===== config.mk =====
export PLATFORM = sky130hd
export DESIGN_NAME = ebus_steer
export DESIGN_NICKNAME = d
export VERILOG_FILES = /design/src/rtl/ebus_pkg.sv /design/src/rtl/ebus_region_dec.sv /design/src/rtl/ebus_seq.sv /design/src/rtl/ebus_port_mux.sv /design/src/rtl/ebus_steer.sv
export SDC_FILE = /design/constraint.sdc
export NUM_CORES = 1
export LEC_CHECK = 0
export BUFFER_PORTS_ARGS = -buffer_cell sky130_fd_sc_hd__buf_4
export CELL_PAD_IN_SITES_DETAIL_PLACEMENT = 1
export CELL_PAD_IN_SITES_GLOBAL_PLACEMENT = 2
export CORE_ASPECT_RATIO = 1.2
export CORE_MARGIN = 10
export CORE_UTILIZATION = 29
export CTS_CLUSTER_SIZE = 16
export DETAILED_ROUTE_END_ITERATION = 10
export PLACE_DENSITY = 0.9
export RECOVER_POWER = 100
export SYNTH_ARGS = -nofsm -noshare
export SYNTH_HDL_FRONTEND = slang
export SYNTH_SLANG_ARGS = --single-unit

===== constraint.sdc =====
create_clock -name clk_i -period 4.05 [get_ports clk_i]
set_input_delay 0.6075 -clock clk_i [delete_from_list [all_inputs] [get_ports clk_i]]
set_output_delay 0.6075 -clock clk_i [all_outputs]
set_load 0.02 [all_outputs]

===== src/rtl/ebus_pkg.sv =====
package ebus_pkg;
  localparam int unsigned REG_IDX_W = 4;
  localparam int unsigned N_BUS = 2;
  localparam int unsigned BUS_PRI = 0;
  localparam int unsigned BUS_CAL = 1;

  typedef struct packed {
    logic                 cal;
    logic                 hit;
    logic [REG_IDX_W-1:0] idx;
  } sel_t;

  typedef enum logic {
    ST_IDLE = 1'b0,
    ST_BUSY = 1'b1
  } seq_state_e;
endpackage


===== src/rtl/ebus_region_dec.sv =====
module ebus_region_dec
  import ebus_pkg::*;
#(
  parameter int unsigned ADDR_W = 24,
  parameter int unsigned N_REG = 4,
  parameter logic [N_REG*ADDR_W-1:0] REG_BASE = '0,
  parameter logic [N_REG*ADDR_W-1:0] REG_MASK = '0,
  parameter logic [N_REG-1:0] REG_CAL = '0
) (
  input  logic [ADDR_W-1:0] addr_i,
  output sel_t              sel_o
);
  logic [N_REG-1:0] hit;

  for (genvar g = 0; g < N_REG; g++) begin : g_cmp
    localparam logic [ADDR_W-1:0] BASE = REG_BASE[g*ADDR_W +: ADDR_W];
    localparam logic [ADDR_W-1:0] MASK = REG_MASK[g*ADDR_W +: ADDR_W];
    assign hit[g] = (((addr_i ^ BASE) & MASK) == '0);
  end

  // lowest index wins: scan downwards, last hit overrides
  always_comb begin
    sel_o = '0;
    for (int i = int'(N_REG) - 1; i >= 0; i--) begin
      if (hit[i]) begin
        sel_o.hit = 1'b1;
        sel_o.cal = REG_CAL[i];
        sel_o.idx = REG_IDX_W'(i);
      end
    end
  end
endmodule


===== src/rtl/ebus_seq.sv =====
module ebus_seq
  import ebus_pkg::*;
#(
  parameter int unsigned ADDR_W = 24,
  parameter int unsigned DATA_W = 32
) (
  input  logic              clk_i,
  input  logic              rst_ni,
  input  logic              req_valid_i,
  output logic              req_ready_o,
  input  logic [ADDR_W-1:0] req_addr_i,
  input  logic              req_we_i,
  input  logic [1:0]        req_size_i,
  input  logic [DATA_W-1:0] req_wdata_i,
  input  sel_t              req_sel_i,
  input  logic              ta_i,
  input  logic [DATA_W-1:0] rdata_i,
  output logic              busy_o,
  output logic              ts_o,
  output logic [ADDR_W-1:0] cur_addr_o,
  output logic              cur_we_o,
  output logic [1:0]        cur_size_o,
  output logic [DATA_W-1:0] cur_wdata_o,
  output sel_t              cur_sel_o,
  output logic              rsp_valid_o,
  output logic [DATA_W-1:0] rsp_rdata_o
);
  seq_state_e state_q;
  logic       done;
  logic       same_target;
  logic       accept;

  assign busy_o      = (state_q == ST_BUSY);
  assign done        = busy_o && ta_i;
  assign same_target = (req_sel_i == cur_sel_o);
  // idle state doubles as the dead cycle; only a same-target request chains
  assign req_ready_o = !busy_o || (done && same_target);
  assign accept      = req_valid_i && req_ready_o;

  always_ff @(posedge clk_i or negedge rst_ni) begin
    if (!rst_ni) begin
      state_q     <= ST_IDLE;
      ts_o        <= 1'b0;
      cur_addr_o  <= '0;
      cur_we_o    <= 1'b0;
      cur_size_o  <= '0;
      cur_wdata_o <= '0;
      cur_sel_o   <= '0;
    end else if (accept) begin
      state_q     <= ST_BUSY;
      ts_o        <= 1'b1;
      cur_addr_o  <= req_addr_i;
      cur_we_o    <= req_we_i;
      cur_size_o  <= req_size_i;
      cur_wdata_o <= req_wdata_i;
      cur_sel_o   <= req_sel_i;
    end else begin
      ts_o <= 1'b0;
      if (done) state_q <= ST_IDLE;
    end
  end

  always_ff @(posedge clk_i or negedge rst_ni) begin
    if (!rst_ni) begin
      rsp_valid_o <= 1'b0;
      rsp_rdata_o <= '0;
    end else begin
      rsp_valid_o <= done;
      if (done) rsp_rdata_o <= cur_we_o ? '0 : rdata_i;
    end
  end
endmodule


===== src/rtl/ebus_port_mux.sv =====
module ebus_port_mux
  import ebus_pkg::*;
#(
  parameter int unsigned ADDR_W = 24,
  parameter int unsigned DATA_W = 32,
  parameter int unsigned N_REG = 4
) (
  input  logic                          busy_i,
  input  logic                          ts_i,
  input  logic [ADDR_W-1:0]             cur_addr_i,
  input  logic                          cur_we_i,
  input  logic [1:0]                    cur_size_i,
  input  logic [DATA_W-1:0]             cur_wdata_i,
  input  sel_t                          cur_sel_i,
  input  logic [N_BUS-1:0]              bus_ta_i,
  input  logic [N_BUS-1:0][DATA_W-1:0]  bus_rdata_i,
  output logic [N_BUS-1:0][ADDR_W-1:0]  bus_addr_o,
  output logic [N_BUS-1:0]              bus_ts_o,
  output logic [N_BUS-1:0]              bus_rw_o,
  output logic [N_BUS-1:0][1:0]         bus_size_o,
  output logic [N_BUS-1:0]              bus_burst_o,
  output logic [N_BUS-1:0]              bus_oe_o,
  output logic [N_BUS-1:0][N_REG-1:0]   bus_cs_o,
  output logic [N_BUS-1:0][DATA_W-1:0]  bus_wdata_o,
  output logic                          ta_o,
  output logic [DATA_W-1:0]             rdata_o
);
  for (genvar b = 0; b < N_BUS; b++) begin : g_bus
    localparam logic IS_CAL = (b == BUS_CAL);
    logic on;
    assign on             = busy_i && (cur_sel_i.cal == IS_CAL);
    assign bus_addr_o[b]  = on ? cur_addr_i : '0;
    assign bus_ts_o[b]    = on && ts_i;
    assign bus_rw_o[b]    = on && !cur_we_i;
    assign bus_size_o[b]  = on ? cur_size_i : 2'b00;
    assign bus_burst_o[b] = 1'b0;
    assign bus_oe_o[b]    = on && !cur_we_i;
    assign bus_wdata_o[b] = (on && cur_we_i) ? cur_wdata_i : '0;
    for (genvar r = 0; r < N_REG; r++) begin : g_cs
      assign bus_cs_o[b][r] = on && cur_sel_i.hit && (cur_sel_i.idx == REG_IDX_W'(r));
    end
  end

  assign ta_o    = cur_sel_i.cal ? bus_ta_i[BUS_CAL] : bus_ta_i[BUS_PRI];
  assign rdata_o = cur_sel_i.cal ? bus_rdata_i[BUS_CAL] : bus_rdata_i[BUS_PRI];
endmodule


===== src/rtl/ebus_steer.sv =====
module ebus_steer
  import ebus_pkg::*;
#(
  parameter int unsigned ADDR_W = 24,
  parameter int unsigned DATA_W = 32,
  parameter int unsigned N_REG = 4,
  parameter logic [N_REG*ADDR_W-1:0] REG_BASE = {24'h300000, 24'h200000, 24'h100000, 24'h000000},
  parameter logic [N_REG*ADDR_W-1:0] REG_MASK = {4{24'hF00000}},
  parameter logic [N_REG-1:0] REG_CAL = 4'b1100
) (
  input  logic              clk_i,
  input  logic              rst_ni,
  input  logic              req_valid_i,
  output logic              req_ready_o,
  input  logic [ADDR_W-1:0] req_addr_i,
  input  logic              req_we_i,
  input  logic [1:0]        req_size_i,
  input  logic [DATA_W-1:0] req_wdata_i,
  output logic              rsp_valid_o,
  output logic [DATA_W-1:0] rsp_rdata_o,
  output logic [ADDR_W-1:0] pri_addr_o,
  output logic              pri_ts_o,
  output logic              pri_rw_o,
  output logic [1:0]        pri_size_o,
  output logic              pri_burst_o,
  output logic              pri_oe_o,
  output logic [N_REG-1:0]  pri_cs_o,
  output logic [DATA_W-1:0] pri_wdata_o,
  input  logic              pri_ta_i,
  input  logic [DATA_W-1:0] pri_rdata_i,
  output logic [ADDR_W-1:0] cal_addr_o,
  output logic              cal_ts_o,
  output logic              cal_rw_o,
  output logic [1:0]        cal_size_o,
  output logic              cal_burst_o,
  output logic              cal_oe_o,
  output logic [N_REG-1:0]  cal_cs_o,
  output logic [DATA_W-1:0] cal_wdata_o,
  input  logic              cal_ta_i,
  input  logic [DATA_W-1:0] cal_rdata_i
);
  sel_t              req_sel;
  sel_t              cur_sel;
  logic              busy;
  logic              ts;
  logic [ADDR_W-1:0] cur_addr;
  logic              cur_we;
  logic [1:0]        cur_size;
  logic [DATA_W-1:0] cur_wdata;
  logic              ta_sel;
  logic [DATA_W-1:0] rdata_sel;

  logic [N_BUS-1:0]             bus_ta;
  logic [N_BUS-1:0][DATA_W-1:0] bus_rdata;
  logic [N_BUS-1:0][ADDR_W-1:0] bus_addr;
  logic [N_BUS-1:0]             bus_ts;
  logic [N_BUS-1:0]             bus_rw;
  logic [N_BUS-1:0][1:0]        bus_size;
  logic [N_BUS-1:0]             bus_burst;
  logic [N_BUS-1:0]             bus_oe;
  logic [N_BUS-1:0][N_REG-1:0]  bus_cs;
  logic [N_BUS-1:0][DATA_W-1:0] bus_wdata;

  ebus_region_dec #(
    .ADDR_W(ADDR_W), .N_REG(N_REG),
    .REG_BASE(REG_BASE), .REG_MASK(REG_MASK), .REG_CAL(REG_CAL)
  ) u_dec (
    .addr_i(req_addr_i),
    .sel_o (req_sel)
  );

  ebus_seq #(.ADDR_W(ADDR_W), .DATA_W(DATA_W)) u_seq (
    .clk_i       (clk_i),
    .rst_ni      (rst_ni),
    .req_valid_i (req_valid_i),
    .req_ready_o (req_ready_o),
    .req_addr_i  (req_addr_i),
    .req_we_i    (req_we_i),
    .req_size_i  (req_size_i),
    .req_wdata_i (req_wdata_i),
    .req_sel_i   (req_sel),
    .ta_i        (ta_sel),
    .rdata_i     (rdata_sel),
    .busy_o      (busy),
    .ts_o        (ts),
    .cur_addr_o  (cur_addr),
    .cur_we_o    (cur_we),
    .cur_size_o  (cur_size),
    .cur_wdata_o (cur_wdata),
    .cur_sel_o   (cur_sel),
    .rsp_valid_o (rsp_valid_o),
    .rsp_rdata_o (rsp_rdata_o)
  );

  assign bus_ta[BUS_PRI]    = pri_ta_i;
  assign bus_ta[BUS_CAL]    = cal_ta_i;
  assign bus_rdata[BUS_PRI] = pri_rdata_i;
  assign bus_rdata[BUS_CAL] = cal_rdata_i;

  ebus_port_mux #(.ADDR_W(ADDR_W), .DATA_W(DATA_W), .N_REG(N_REG)) u_mux (
    .busy_i      (busy),
    .ts_i        (ts),
    .cur_addr_i  (cur_addr),
    .cur_we_i    (cur_we),
    .cur_size_i  (cur_size),
    .cur_wdata_i (cur_wdata),
    .cur_sel_i   (cur_sel),
    .bus_ta_i    (bus_ta),
    .bus_rdata_i (bus_rdata),
    .bus_addr_o  (bus_addr),
    .bus_ts_o    (bus_ts),
    .bus_rw_o    (bus_rw),
    .bus_size_o  (bus_size),
    .bus_burst_o (bus_burst),
    .bus_oe_o    (bus_oe),
    .bus_cs_o    (bus_cs),
    .bus_wdata_o (bus_wdata),
    .ta_o        (ta_sel),
    .rdata_o     (rdata_sel)
  );

  assign pri_addr_o  = bus_addr[BUS_PRI];
  assign pri_ts_o    = bus_ts[BUS_PRI];
  assign pri_rw_o    = bus_rw[BUS_PRI];
  assign pri_size_o  = bus_size[BUS_PRI];
  assign pri_burst_o = bus_burst[BUS_PRI];
  assign pri_oe_o    = bus_oe[BUS_PRI];
  assign pri_cs_o    = bus_cs[BUS_PRI];
  assign pri_wdata_o = bus_wdata[BUS_PRI];

  assign cal_addr_o  = bus_addr[BUS_CAL];
  assign cal_ts_o    = bus_ts[BUS_CAL];
  assign cal_rw_o    = bus_rw[BUS_CAL];
  assign cal_size_o  = bus_size[BUS_CAL];
  assign cal_burst_o = bus_burst[BUS_CAL];
  assign cal_oe_o    = bus_oe[BUS_CAL];
  assign cal_cs_o    = bus_cs[BUS_CAL];
  assign cal_wdata_o = bus_wdata[BUS_CAL];
endmodule


==> results.sh <==
export IMPL_clockRootBuffer="clkbuf_16"
export IMPL_drtAntennaViolNets=0
export IMPL_clockBufferDepth=2
export IMPL_grt_ovfl_total=0
export IMPL_relSlewSlack_pct=-38.9
export IMPL_pwr_share_clk_pct=13.1
export IMPL_netlist_area_um2=6630
export IMPL_layout_common_cells="buf_4 (166), clkbuf_1 (139), nand3_1 (113)"
export IMPL_p_seq_share_pct=25.4
export IMPL_firstDrtPassIters=9
export IMPL_vias=7259
export IMPL_stdcell_count=1263
export IMPL_dieArea_um2=29300
export IMPL_maxCapViolations=2
export IMPL_netlist_instances=760
export IMPL_p_leak_nw=3.73
export IMPL_remaining_drc_errors=0
export IMPL_cp_max_fo=38
export IMPL_cts_buffers=9
export IMPL_cts_setup_buffers=0
export IMPL_synth_area_top_cells="dfrtp_1 (37%), and3_1 (9.0%), nand3_1 (8.5%), a222oi_1 (8.3%), and2_1 (7.8%)"
export IMPL_place_congestion=0.804
export IMPL_violations="max-capacitance violations, max-slew violations"
export IMPL_fin_tns_setup_ns=0
export IMPL_num_rows=60
export IMPL_ys_ff_latch=97
export IMPL_cpMostUsedCell="buf_4"
export IMPL_netlist_cell_type_count=40
export IMPL_fmax_mhz=290
export IMPL_start_util_pct=29.5
export IMPL_first_global_vias=7483
export IMPL_ios=294
export IMPL_p_int_w=0.00349
export IMPL_track_usage_pct=19.1
export IMPL_clk_pin_slew_ns=0.07
export IMPL_wire_per_inst_um=23.4
export IMPL_core_um2=22400
export IMPL_dp_hpwl_um=19900
export IMPL_required_ns=4.31
export IMPL_nets=1107
export IMPL_critPathSlowestCell="nor2_1"
export IMPL_antenna_found_initial=1
export IMPL_avgSynthCellArea_um2=8.72
export IMPL_grt_max_degree=70
export IMPL_finalWirelength_um=29600
export IMPL_clkLatencyLatePin_ns=0.35
export IMPL_worstPathCellList="buf_4 > nor2_1 > buf_4 > a222oi_1 > o211ai_1"
export IMPL_fin_hold_ws_ns=0.474
export IMPL_port_buffers=287
export IMPL_die_height_um=186
export IMPL_place_inst=1247
export IMPL_status="complete, but fails checks"
export IMPL_slew_violations=87
export IMPL_powerDensity_nw_per_um2=835
export IMPL_critical_path_class="flop to flop"
export IMPL_synth_top_cell_by_area="dfrtp_1"
export IMPL_yosys_area_top_type_share_pct=36.6
export IMPL_rsz0062_at_grt="false"
export IMPL_finalWorstPathRequiredPeriod_ns=3.45
export IMPL_grt_pass1_wl_um=44700
export IMPL_cts_max_level=3
export IMPL_p_sw_w=0.00375
export IMPL_layout_commonest_cell="buf_4"
export IMPL_endpoint_kind="flop"
export IMPL_hold_viol=0
export IMPL_swShare_pct=51.8
export IMPL_synth_seq_area_share_pct=36.6
export IMPL_fin_crit_sh_pct=85.2
export IMPL_comb_power_share_pct=61.5
export IMPL_synth_warnings=0
export IMPL_tightestPinTransition_ns=2.08
export IMPL_start_kind="flop"
export IMPL_drt_vias_per_instance=5.75
export IMPL_arrival_ns=3.71
export IMPL_ctsResizeCount=0
export IMPL_cts_hold_buf=0
export IMPL_hold_path_class="flop to flop"
export IMPL_drive_gt1_share_pct=21.0
export IMPL_slowest_delay_ns=1.56
export IMPL_cts_sinks=97
export IMPL_drt_iter0_drc=757
export IMPL_die_x_um=158
export IMPL_ir_worst_vdd_mv=0.383
export IMPL_tritoncts="yes"
export IMPL_setup_viol_count_final=0
export IMPL_skew_ns=0.0106
export IMPL_syn2layout_area_growth_pct=30.7
[worst max-delay path, delay by kind of cell, from the launching register on]
family                 cells  cell delay, ns
AND/OR/NAND/NOR            1            1.56
buffers and inverters      2            0.87
flip-flops                 1            0.63
AO/OA/AOI/OAI              2            0.28
[kinds of logic (layout without fill, tap and decap cells)]
family	count (synthesis)	count (layout)	share of synthesized area (%)
compound gates	165	165	21.6
buf+inv	109	327	6.96
mux	34	34	5.17
xor+xnor	1	1	0.132
other cells	1	7	0.0566
flops	97	97	36.6
simple gates	353	353	29.5
[area by class of cell]
class / count / area, um^2
Timing Repair Buffer: 308 / 1780
Inverter: 4 / 15.0
Clock inverter: 6 / 92.6
Sequential cell: 97 / 2430
Multi-Input combinational cell: 559 / 3770
Antenna cell: 1 / 2.50
Tap cell: 279 / 349
Clock buffer: 9 / 225
Fill cell: 2721 / 13800
[registers in the layout (all words and copies together) (netlist names)]
register / count
u_seq.rsp_rdata_o: 32
u_seq.cur_wdata_o: 32
u_seq.cur_we_o: 1
u_seq.cur_size_o: 2
u_seq.cur_addr_o: 24
u_seq.rsp_valid_o: 1
u_seq.ts_o: 1
u_seq.cur_sel_o: 3
u_seq.busy_o: 1
[power groups by stage]
stage	sequential [W]	clock, W	combinational (W)
detailed placement	0.00185	0	0.00496
CTS	0.00184	0.000978	0.00497
finish	0.00184	0.000951	0.00445
global placement	0.00184	0	0.00488
global route	0.00191	0.00102	0.00489
floorplan	0.00166	0	0.00320
[cell usage after synthesis]
library cell,instances
nand3_1,113
dfrtp_1,97
and3_1,95
and2_1,83
clkbuf_1,82
a222oi_1,55
o211ai_1,48
nand2_1,39
mux2i_1,32
o31ai_1,32
buf_4,8
o211ai_2,8
buf_1,7
nand4_1,7
buf_2,6
nor2_1,6
a31o_2,4
a31oi_1,4
inv_1,4
nor2b_1,4
buf_6,2
mux2_2,2
o21a_1,2
o21ai_0,2
o21ai_1,2
o311ai_2,2
a2111o_1,1
a21o_1,1
a21oi_1,1
a32oi_1,1
and2_0,1
and4_1,1
conb_1,1
nor3_1,1
o21bai_1,1
o32a_1,1
or2_2,1
or3_1,1
or4_1,1
xor2_1,1
[per-layer routing]
metal,vias up,part of all wire (%),track usage (%)
li1,3332,-,-
met1,3583,43,24.2
met2,322,47,31.4
met3,20,8.8,4.90
met4,2,1.3,4.97
met5,-,0.044,0
[path summary, 6_finish.rpt]
path,startpoint,to,slack [ns],cells after the start
min in group asynchronous,rst_ni,u_seq.rsp_rdata_o[11],0.65,1
worst max-delay path,u_seq.busy_o,u_seq.cur_wdata_o[13],0.60,5
worst min register to register,u_seq.rsp_rdata_o[12],u_seq.rsp_rdata_o[12],0.47,2
worst max register to register,u_seq.busy_o,u_seq.cur_wdata_o[13],0.60,5
max in group asynchronous,rst_ni,u_seq.cur_wdata_o[30],1.51,2
worst min-delay path,u_seq.rsp_rdata_o[12],u_seq.rsp_rdata_o[12],0.47,2
[through the flow]
step	worst slack [ns]	power, W	util [%]	cell area (um^2)
2_1_floorplan	1.15	0.00486	-	6650
3_3_place_gp	1.25	0.00672	39.6	8900
3_5_place_dp	1.19	0.00681	39.6	8900
4_1_cts	0.789	0.00779	41.1	9220
5_1_grt	0.315	0.00781	38.6	8660
6_report	0.598	0.00724	38.6	8660
No activity file was read; power rests on OpenSTA's default activity.
